$ cat src/rtl/tsc_pkg.sv
package tsc_pkg;

  // Pacing exponent width; one more bit selects the data shape.
  localparam int unsigned PACE_W = 3;
  localparam int unsigned CFG_W  = PACE_W + 1;

  typedef struct packed {
    logic              alt_mode;
    logic [PACE_W-1:0] pace;
  } stress_cfg_t;

  typedef logic [1:0] pat_phase_t;

  // Head data for a given shift index: toggling (bit 0) or paired (bit 1).
  function automatic logic pattern_bit(input logic alt_mode, input pat_phase_t ph);
    return alt_mode ? ph[1] : ph[0];
  endfunction

endpackage

$ cat src/rtl/tsc_rst_sync.sv
module tsc_rst_sync #(
  parameter int unsigned STAGES = 2
) (
  input  logic clk,
  input  logic rst_n,
  output logic srst_n
);

  logic [STAGES-1:0] sync_q;
  logic [STAGES-1:0] sync_d;

  always_comb begin
    sync_d = {sync_q[STAGES-2:0], 1'b1};
  end

  always_ff @(posedge clk or negedge rst_n) begin
    if (!rst_n) sync_q <= '0;
    else        sync_q <= sync_d;
  end

  assign srst_n = sync_q[STAGES-1];

endmodule

$ cat src/rtl/tsc_pacer.sv
module tsc_pacer #(
  parameter int unsigned PACE_W = 3,
  parameter int unsigned NUM_EN = 1
) (
  input  logic              clk,
  input  logic              srst_n,
  input  logic [PACE_W-1:0] pace_i,
  output logic [NUM_EN-1:0] en_o
);

  // Counter just wide enough for the slowest pace (2^(2^PACE_W - 1)).
  localparam int unsigned CNT_W = (1 << PACE_W) - 1;

  logic [CNT_W-1:0]  cnt_q, cnt_d, mask;
  logic              fire;
  logic [NUM_EN-1:0] en_q, en_d;

  always_comb begin
    mask  = ~({CNT_W{1'b1}} << pace_i);
    fire  = ((cnt_q & mask) == '0);
    cnt_d = cnt_q + 1'b1;
    en_d  = {NUM_EN{fire}};
  end

  // Replicated enable registers: each copy feeds one bounded chain segment.
  always_ff @(posedge clk or negedge srst_n) begin
    if (!srst_n) begin
      cnt_q <= '0;
      en_q  <= '0;
    end else begin
      cnt_q <= cnt_d;
      en_q  <= en_d;
    end
  end

  assign en_o = en_q;

endmodule

$ cat src/rtl/tsc_patgen.sv
module tsc_patgen
  import tsc_pkg::*;
(
  input  logic clk,
  input  logic srst_n,
  input  logic alt_mode_i,
  input  logic step_i,
  output logic head_o
);

  pat_phase_t phase_q, phase_d;

  always_comb begin
    phase_d = step_i ? pat_phase_t'(phase_q + 2'd1) : phase_q;
  end

  always_ff @(posedge clk or negedge srst_n) begin
    if (!srst_n) phase_q <= '0;
    else         phase_q <= phase_d;
  end

  assign head_o = pattern_bit(alt_mode_i, phase_q);

endmodule

$ cat src/rtl/tsc_chain.sv
module tsc_chain #(
  parameter int unsigned LEN     = 707,
  parameter int unsigned FANOUT  = 16,
  parameter int unsigned NUM_EN  = (LEN + FANOUT - 1) / FANOUT
) (
  input  logic              clk,
  input  logic [NUM_EN-1:0] en_i,
  input  logic              head_i,
  output logic              tail_o
);

  logic [LEN-1:0] stage_q, stage_d, feed, en_bit;

  // Map each cell to the enable copy of its segment.
  for (genvar i = 0; i < LEN; i++) begin : g_cell_en
    assign en_bit[i] = en_i[i / FANOUT];
  end

  always_comb begin
    feed    = {stage_q[LEN-2:0], head_i};
    stage_d = (en_bit & feed) | (~en_bit & stage_q);
  end

  // Data cells carry no reset; the checker waits for a full flush instead.
  always_ff @(posedge clk) begin
    stage_q <= stage_d;
  end

  assign tail_o = stage_q[LEN-1];

endmodule

$ cat src/rtl/tsc_checker.sv
module tsc_checker
  import tsc_pkg::*;
#(
  parameter int unsigned LEN     = 707,
  parameter int unsigned ALIVE_W = 20
) (
  input  logic clk,
  input  logic srst_n,
  input  logic step_i,
  input  logic alt_mode_i,
  input  logic tail_i,
  output logic err_o,
  output logic mon_o,
  output logic flushed_o,
  output logic alive_wrap_o
);

  localparam int unsigned    FL_W    = $clog2(LEN + 1);
  localparam logic [FL_W-1:0] FULL   = FL_W'(LEN);
  localparam pat_phase_t      LEN_MOD = pat_phase_t'(LEN % 4);

  pat_phase_t         ref_phase_q, ref_phase_d;
  logic [FL_W-1:0]    fl_q, fl_d;
  logic [ALIVE_W-1:0] alive_q, alive_d;
  logic               err_q, err_d, mon_q, mon_d;
  logic               flushed, exp_bit, mismatch, wrap;

  always_comb begin
    // Local pattern copy, read one chain length of shifts back.
    ref_phase_d = step_i ? pat_phase_t'(ref_phase_q + 2'd1) : ref_phase_q;
    flushed     = (fl_q == FULL);
    fl_d        = (step_i && !flushed) ? fl_q + 1'b1 : fl_q;
    exp_bit     = pattern_bit(alt_mode_i, pat_phase_t'(ref_phase_q - LEN_MOD));
    mismatch    = flushed && (tail_i != exp_bit);
    err_d       = err_q | mismatch;
    alive_d     = alive_q + 1'b1;
    wrap        = &alive_q;
    mon_d       = err_q ? 1'b0 : (wrap ? ~mon_q : mon_q);
  end

  always_ff @(posedge clk or negedge srst_n) begin
    if (!srst_n) begin
      ref_phase_q <= '0;
      fl_q        <= '0;
      alive_q     <= '0;
      err_q       <= 1'b0;
      mon_q       <= 1'b0;
    end else begin
      ref_phase_q <= ref_phase_d;
      fl_q        <= fl_d;
      alive_q     <= alive_d;
      err_q       <= err_d;
      mon_q       <= mon_d;
    end
  end

  assign err_o        = err_q;
  assign mon_o        = mon_q;
  assign flushed_o    = flushed;
  assign alive_wrap_o = wrap;

endmodule

$ cat src/rtl/toggle_stress_chain.sv
module toggle_stress_chain
  import tsc_pkg::*;
#(
  parameter int unsigned CHAIN_LEN  = 707,
  parameter int unsigned SEG_FANOUT = 16,
  parameter int unsigned ALIVE_W    = 20
) (
  input  logic             clk,
  input  logic             rst_n,
  input  logic [CFG_W-1:0] cfg_i,
  output logic             mon_o,
  output logic             tail_o,
  output logic             err_o
);

  localparam int unsigned NUM_EN = (CHAIN_LEN + SEG_FANOUT - 1) / SEG_FANOUT;

  logic              srst_n;
  stress_cfg_t       cfg_q, cfg_d;
  logic [NUM_EN-1:0] en_w;
  logic              head_w;
  logic              flushed_w, alive_wrap_w;

  tsc_rst_sync #(.STAGES(2)) u_rst_sync (
    .clk    (clk),
    .rst_n  (rst_n),
    .srst_n (srst_n)
  );

  // Configuration follows the pins while reset is held, then freezes.
  always_comb begin
    cfg_d = srst_n ? cfg_q : stress_cfg_t'(cfg_i);
  end

  always_ff @(posedge clk) begin
    cfg_q <= cfg_d;
  end

  tsc_pacer #(.PACE_W(PACE_W), .NUM_EN(NUM_EN)) u_pacer (
    .clk    (clk),
    .srst_n (srst_n),
    .pace_i (cfg_q.pace),
    .en_o   (en_w)
  );

  tsc_patgen u_patgen (
    .clk        (clk),
    .srst_n     (srst_n),
    .alt_mode_i (cfg_q.alt_mode),
    .step_i     (en_w[0]),
    .head_o     (head_w)
  );

  tsc_chain #(.LEN(CHAIN_LEN), .FANOUT(SEG_FANOUT), .NUM_EN(NUM_EN)) u_chain (
    .clk    (clk),
    .en_i   (en_w),
    .head_i (head_w),
    .tail_o (tail_o)
  );

  tsc_checker #(.LEN(CHAIN_LEN), .ALIVE_W(ALIVE_W)) u_checker (
    .clk          (clk),
    .srst_n       (srst_n),
    .step_i       (en_w[0]),
    .alt_mode_i   (cfg_q.alt_mode),
    .tail_i       (tail_o),
    .err_o        (err_o),
    .mon_o        (mon_o),
    .flushed_o    (flushed_w),
    .alive_wrap_o (alive_wrap_w)
  );

endmodule

$ cat config.mk
export PLATFORM = sky130hd
export DESIGN_NAME = toggle_stress_chain
export DESIGN_NICKNAME = d
export VERILOG_FILES = /design/src/rtl/tsc_pkg.sv /design/src/rtl/tsc_rst_sync.sv /design/src/rtl/tsc_pacer.sv /design/src/rtl/tsc_patgen.sv /design/src/rtl/tsc_chain.sv /design/src/rtl/tsc_checker.sv /design/src/rtl/toggle_stress_chain.sv
export SDC_FILE = /design/constraint.sdc
export NUM_CORES = 1
export LEC_CHECK = 0
export BUFFER_PORTS_ARGS = -buffer_cell sky130_fd_sc_hd__buf_2
export CORE_MARGIN = 2
export CORE_UTILIZATION = 38
export CTS_BUF_LIST = sky130_fd_sc_hd__clkbuf_4
export DETAILED_ROUTE_END_ITERATION = 7
export MAX_ROUTING_LAYER = met4
export PLACE_DENSITY = 0.62
export SETUP_SLACK_MARGIN = 0.1
export SYNTH_ARGS = -nofsm -noshare
export SYNTH_HDL_FRONTEND = slang
export SYNTH_SLANG_ARGS = --single-unit
$ cat constraint.sdc
create_clock -name clk -period 2.95 [get_ports clk]
set_input_delay 0.1475 -clock clk [delete_from_list [all_inputs] [get_ports clk]]
set_output_delay 0.1475 -clock clk [all_outputs]
set_load 0.01 [all_outputs]
* Word level (Yosys, flattened, before mapping) *
Cells that the tools add are included.

storage, ports and cells
  bits in registers = 757
  input port bits = 6
  output and inout port bits = 3
  word-level logic and storage cells = 39

operators by class
  $add $sub $neg = 6
  equal/unequal tests = 2
  shift operators = 1
  multiplexer cells = 4
  bitwise operators = 8
  reduce and logical (&&, ||, !) cells = 6

operators by type and width
  operator                                                           count
  707-bit AND                                                        2
  707-bit inverter                                                   1
  707-bit bitwise OR                                                 1
  20-bit by 1-bit adder with 20-bit output, second input constant    1
  20-bit AND reduction                                               1
  10-bit by 1-bit adder with 10-bit output, second input constant    1
  10-bit equality test, second input constant                        1
  7-bit by 1-bit adder with 7-bit output, second input constant      1
  7-bit AND                                                          1
  7-bit zero test                                                    1
  7-bit inverter                                                     1
  7-bit by 3-bit left shift with 7-bit output, first input constant  1
  2-bit by 1-bit adder with 2-bit output, second input constant      2
  1-bit two-way mux                                                  4
  1-bit logical AND                                                  2
  2-bit nonzero test                                                 1
  2-bit subtractor, second input constant                            1
  1-bit zero test                                                    1
  1-bit != test                                                      1
  1-bit inverter                                                     1
  1-bit bitwise OR                                                   1

* Longest topological paths before layout *
Gate-level depths: netlist (run 1).

  depth after elaboration = 5
  depth in mapped cells = 5
  gate-level depth less buffers = 5

* Hierarchy *
Synthesis (run 1) repeated with hierarchy kept, for this count alone.

unflattened totals
  cells, all modules = 922
  area, all modules = 23680.2 um^2

modules (own cells, without submodules)
  module               times used  cells each  area each (um^2)  seq. area each (um^2)
  tsc_chain            1           707         21230.4           21230.4
  tsc_checker          1           127         1505.2            850.8
  tsc_pacer            1           74          680.7             200.2
  toggle_stress_chain  1           5           123.9             120.1
  tsc_patgen           1           6           86.3              50.0
  tsc_rst_sync         1           3           53.8              50.0

* Least setup slack after synthesis (run 1) *
Ideal clock, no wire load.

  kind = register to register
  from = reg, netlist name u_pacer.en_o[0]
  to = reg u_checker.fl_q[7]
  library setup time = 0.079 ns
  data arrival time = 15.807 ns
  data required time = 2.871 ns
  slack = -12.936 ns
  stages on the path, launching flop included = 6
  buffers on the path = 1
  period minus slack after synthesis = 15.886 ns
  path through = dfrtp_1 > clkbuf_1 > and3_1 > nand2_1 > nor2_1 > xor2_1

on the way
  cells in the longest elaborated chain, start to end = 1

RTL lines
  element                 line               RTL
  1-bit logical AND       tsc_checker.sv:32  fl_d = (step_i && !flushed) ? fl_q + 1'b1 : fl_q;
  end signal: assignment  tsc_checker.sv:50  fl_q <= fl_d;
  end: declaration        tsc_checker.sv:23  logic [FL_W-1:0] fl_q, fl_d;

No other way between the ends.
A chain may end at the register's enable or synchronous reset.

==> impl_metrics.csv, run 1 <==
group,metric,value,unit
status,run_status,"finished, final reports clean",
floorplanning,die_h,251.7,microns
routing,viasPerCell,4.311,
routing,drc,0,
worst_hold_path,worstHoldPathType,"reg -> async",
sta,hold_violations,0,
sta,finalCritPeriodShare,62.36,%
global_route,grt-ovfl-total,0,
sta,maxSlewHeadroom,54.99,%
setup_path,reg2reg_slack,1.11,ns
power_and_ir_drop,worst_ir_drop_vdd,0.4307,mV
sta,report.final.slew_viol_count,0,
sta,rsz0062_at_grt,"no",
setup_path,start_kind,"flop",
cells_and_area,final_cell_mix,"edfxtp_1, clkbuf_4, dfrtp_1, clkinv_1, xnor2_1",
setup_path,r2r_cells,1,
setup_path,crit_fanout,132,
power_and_ir_drop,power_density,766.6,nW/um^2
sta,fin_worst_skew,0.05785,ns
yosys,netlist_area,23320,sq um
setup_path,crit_family,"flip-flops",
power_and_ir_drop,leakagePower,8.883,nW
setup_path,crit_buf_inv,1,
setup_path,critPathKind,"reg -> reg",
setup_path,r2r_start,"u_pacer.en_o[0]",
clock_tree,cts_tree,"yes",
placement,gp_congestion,0.7039,
yosys,synth.distinct_cells,32,
floorplanning,io_pins,9,
clock_tree,cts-htree-levels,4,
floorplanning,die_w,251.7,microns
global_route,grt_pass1_vias,8552,
floorplanning,core,60470,sq um
setup_path,slowest_delay,0.83,ns
cells_and_area,drive_gt1_share,24.86,%
cells_and_area,fin_nets,1101,
yosys,synth_seq_area_share,96.50,%
clock_tree,clock-sinks,757,
setup_path,cp_data_required_time,3.50,ns
clock_tree,path_clk_slew,0.06,ns
placement,place_worst_setup_slack,1.018,ns
cells_and_area,areaGrowthSynthToFinish,15.16,%
yosys,netlist_instances,879,
yosys,synth_seq_cells,757,
setup_path,crit_slowest_cell,"dfrtp_4",
global_route,grt_pass1_wl,44.53,mm
floorplanning,num_rows,90,
setup_path,critPathCaptureType,"flop",
global_route,grt_max_degree,133,
routing,ant_nets,0,
clock_tree,clock_path_buffers,3,
run,drv_cap,0,
clock_tree,cts-root-buf,"clkbuf_4",
cells_and_area,mostFrequentLayoutCell,"edfxtp_1",
sta,setup_viol,0,
routing,route.vias.total,8639,
placement,hpwl,10.81,mm
sta,fin_ws,1.110,ns
yosys,syn_avg_cell_area,26.53,sq um
setup_path,path_cells,"buf_12",
routing,dr.pass1.iters,5,
routing,drtIter0Drc,687,
setup_path,cp-startpoint,"u_pacer.en_o[0]",
global_route,antenna_found_initial,2,
sta,fin_tns_setup,0,ns
placement,io_buffers,8,
setup_path,worstPathArrival,2.39,ns
floorplanning,die_area,63360,sq um
clock_tree,cts_buffers,181,
routing,drt_wl_total,27.78,mm
sta,worstMarginPinSlew,0.6689,ns
sta,fmax,543.6,MHz
floorplanning,start_util,38.56,%
yosys,syn_nets,888,
yosys,ys_warn_count,0,
sta,fin_crit,1.840,ns
clock_tree,clk-insertion-delay-late,0.96,ns
routing,wl_per_cell,13.86,microns
global_route,track_usage,9.319,%
## cell usage after synthesis, drive strengths merged
library cell	number	area (sq um)
a21o	1	7.510
a21oi	3	15.01
and3	5	32.53
and4	3	28.78
clkbuf	1	3.750
conb	1	3.750
dfrtp	46	1151
edfxtp	711	21350
ha	3	37.54
inv	4	15.01
mux2	2	22.52
nand2	17	63.81
nand3	12	60.06
nand3b	1	7.510
nand4	9	71.32
nor2	10	37.54
nor2b	1	6.260
nor3	3	15.01
nor3b	1	7.510
nor4	1	6.260
nor4b	1	8.760
o21a	1	7.510
o21ai	1	5.000
o21bai	1	7.510
o22ai	1	6.260
o31ai	1	7.510
or4	1	7.510
xnor2	23	201.4
xor2	14	122.6
## per-layer routing
layer / wire, microns / GRT usage (%) / part of all wire, %
met2: 10590 / 10.09 / 38
met5: 0 / - / 0
met3: 1334 / 3.941 / 4.8
met4: 867 / 6.207 / 3.1
met1: 14990 / 13.65 / 54
## worst max path at each step
stage          slack [ns]                  end  depth (start not counted)
3_5_place_dp         1.02  u_patgen.phase_q[1]                          3
3_3_place_gp         1.11  u_patgen.phase_q[1]                          3
2_1_floorplan       -2.99    u_checker.fl_q[7]                          5
6_report             1.11                 flop                          1
4_1_cts              1.06               tail_o                          1
5_1_grt              0.91  u_patgen.phase_q[1]                          3
## timing repair
item / CTS / global route
hold endpoints to repair: 6 / 0
hold buffers: 11 / 0
setup buffers: 0 / 0
resized for setup: 0 / 0
## area by class of cell
type	count	area (sq um)
well taps	782	978.4
inverters	4	15.01
clock buffers	253	1899
clock inverters	57	327.8
fillers	4976	33620
multi-input cells	117	802.0
repair buffers	31	315.3
flip-flops and latches	757	22510
diodes	3	7.507
## through the flow
| stage | hold slack (ns) | instance area (sq um) | util [%] | power [mW] | cells |
|---|---|---|---|---|---|
| finish | 0.3310 | 26850 | 44.41 | 20.58 | 2004 |
| global route | 0.3685 | 26850 | 44.41 | 21.63 | 2004 |
| CTS | 0.3237 | 26840 | 44.39 | 21.01 | 2001 |
| detailed placement | -0.06403 | 24510 | 40.53 | 12.72 | 1680 |
| global placement | -0.06724 | 24510 | 40.53 | 12.70 | 1680 |
| floorplan | -0.1481 | 23330 | - | 12.64 | 879 |
## cells by family after synthesis
logic type | count (synthesis) | synth area share, %
simple gates | 65 | 1.513
compound gates | 9 | 0.2415
xor+xnor | 37 | 1.390
fa+ha+maj | 3 | 0.1610
buf+inv | 5 | 0.08046
other cells | 1 | 0.01608
flops | 757 | 96.50
mux | 2 | 0.09658
## power breakdown
part | internal (mW) | total [mW] | leakage (nW) | switching, mW
registers | 12.1 | 12.3 | 7.06 | 0.172
logic | 0.0926 | 0.229 | 0.503 | 0.137
clock network | 4.22 | 8.08 | 1.32 | 3.86
total | 16.4 | 20.6 | 8.88 | 4.17
Note: power is estimated with default switching activity, not from simulation.
==> inputs of run 2 (changes only) <==
--- a/config.mk
+++ b/config.mk
@@ -11,7 +11,7 @@
 export CTS_BUF_LIST = sky130_fd_sc_hd__clkbuf_4
 export DETAILED_ROUTE_END_ITERATION = 7
 export MAX_ROUTING_LAYER = met4
-export PLACE_DENSITY = 0.62
+export PLACE_DENSITY = 0.64
 export SETUP_SLACK_MARGIN = 0.1
 export SYNTH_ARGS = -nofsm -noshare
 export SYNTH_HDL_FRONTEND = slang
==> constraint.sdc (replaced) <==
create_clock -name clk -period 1.6 [get_ports clk]
set_input_delay 0.08 -clock clk [delete_from_list [all_inputs] [get_ports clk]]
set_output_delay 0.08 -clock clk [all_outputs]
set_load 0.01 [all_outputs]
==> impl_metrics.csv, run 2 (synthesis results as in run 1) <==
group,metric,value,unit
cells_and_area,areaGrowthSynthToFinish,17.88,%
clock_tree,clk-insertion-delay-late,0.93,ns
setup_path,start_kind,"flop",
status,run_status,"complete, but fails checks",
clock_tree,cts-htree-levels,4,
sta,fin_crit,1.675,ns
routing,wl_per_cell,14.19,microns
setup_path,critPathCaptureType,"output pin",
setup_path,slowest_delay,0.48,ns
setup_path,worstPathArrival,1.60,ns
sta,worstMarginPinSlew,0.5441,ns
cells_and_area,drive_gt1_share,28.69,%
floorplanning,die_area,63360,sq um
global_route,antenna_found_initial,2,
global_route,track_usage,9.611,%
power_and_ir_drop,power_density,1391,nW/um^2
floorplanning,die_w,251.7,microns
sta,fmax,597.0,MHz
setup_path,crit_buf_inv,1,
setup_path,crit_fanout,2,
sta,setup_viol,1,
setup_path,critPathKind,"reg -> out",
cells_and_area,fill_cells,4935,
sta,rsz0062_at_grt,"yes",
setup_path,path_cells,"buf_2",
setup_path,cp_data_required_time,1.52,ns
power_and_ir_drop,leakagePower,9.182,nW
clock_tree,cts_tree,"yes",
status,violations,"setup timing",
sta,finalCritPeriodShare,104.7,%
sta,maxSlewHeadroom,63.73,%
floorplanning,start_util,38.56,%
worst_hold_path,worstHoldPathType,"reg -> async",
placement,gp_congestion,0.7087,
sta,report.final.slew_viol_count,0,
routing,viasPerCell,4.345,
power_and_ir_drop,worst_ir_drop_vdd,0.7364,mV
routing,drtIter0Drc,646,
placement,hpwl,11.88,mm
routing,ant_nets,0,
clock_tree,path_clk_slew,0.07,ns
global_route,grt-ovfl-total,0,
global_route,grt_pass1_vias,9065,
sta,fin_ws,-0.07511,ns
cells_and_area,final_cell_mix,"edfxtp_1, clkbuf_4, dfrtp_1, buf_4, clkinv_1",
clock_tree,clock_path_buffers,3,
floorplanning,io_pins,9,
run,drv_cap,0,
global_route,grt_pass1_wl,46.52,mm
sta,fin_worst_skew,0.03744,ns
routing,drc,0,
routing,route.vias.total,8929,
setup_path,crit_family,"flip-flops",
placement,io_buffers,8,
clock_tree,cts_buffers,179,
setup_path,crit_slowest_cell,"edfxtp_1",
routing,drt_wl_total,29.15,mm
cells_and_area,mostFrequentLayoutCell,"edfxtp_1",
global_route,grt_max_degree,59,
sta,hold_violations,0,
power_and_ir_drop,p_total,38.23,mW
cells_and_area,multi_input_area,875.8,sq um
routing,dr.pass1.iters,5,
clock_tree,cts-root-buf,"clkbuf_4",
floorplanning,num_rows,90,
floorplanning,core,60470,sq um
cells_and_area,register_area,22510,sq um
cells_and_area,fin_nets,1148,
sta,hold_ws,0.3450,ns
floorplanning,die_h,251.7,microns
clock_tree,clock-sinks,757,
## run 2: final timing paths
path	cells after the start	startpoint	end	slack, ns
setup / recovery	1	flop	tail_o	-0.08
hold / removal	1	u_rst_sync.sync_q[1]	u_pacer.cnt_q[3]	0.35
setup reg to reg	5	u_checker.fl_q[0]	u_checker.fl_q[1]	0.09
hold reg to reg	1	u_rst_sync.sync_q[1]	u_pacer.cnt_q[3]	0.35
max in group asynchronous	1	u_rst_sync.sync_q[1]	u_checker.alive_q[13]	0.84
min in group clk	0	u_rst_sync.sync_q[0]	u_rst_sync.sync_q[1]	0.35
## run 2: power breakdown
part / internal, mW / switching (mW)
logic: 0.327 / 0.328
clock network: 7.77 / 7.19
registers: 22.3 / 0.313
## run 2: layout make-up
type,count,area share (%)
Inverter,4,0.05462
Timing Repair Buffer,80,3.104
Tap cell,782,3.560
Clock inverter,56,1.156
Multi-Input combinational cell,117,3.186
Sequential cell,757,81.88
Antenna cell,1,0.009104
Clock buffer,258,7.046
## run 2: stage by stage
step	setup WS, ns	std cells	util, %	instance area, sq um	TNS, ns
2_1_floorplan	-4.345	879	-	23340	-2823.88
3_3_place_gp	0.08381	1708	41.16	24890	0
3_5_place_dp	0.02484	1708	41.16	24890	0
4_1_cts	-0.2459	2040	45.17	27310	-0.4806
5_1_grt	-0.2281	2055	45.46	27490	-0.4741
6_report	-0.07511	2055	45.46	27490	-0.07511
## run 2: repair_timing
action / CTS / global route
gates resized for setup: 1 / 15
setup endpoints to repair: 5 / 91
hold buffers: 11 / 0
buffers inserted: 7 / 15
endpoints found under the hold margin: 6 / 0
pin swaps: 1 / 7
## run 2: per-layer routing
layer / global-route usage, % / wire, microns / part of all wire, %
met5: - / 0 / 0
met3: 3.797 / 1509 / 5.2
met2: 11.40 / 11610 / 40
met4: 5.476 / 675 / 2.3
met1: 13.75 / 15360 / 53
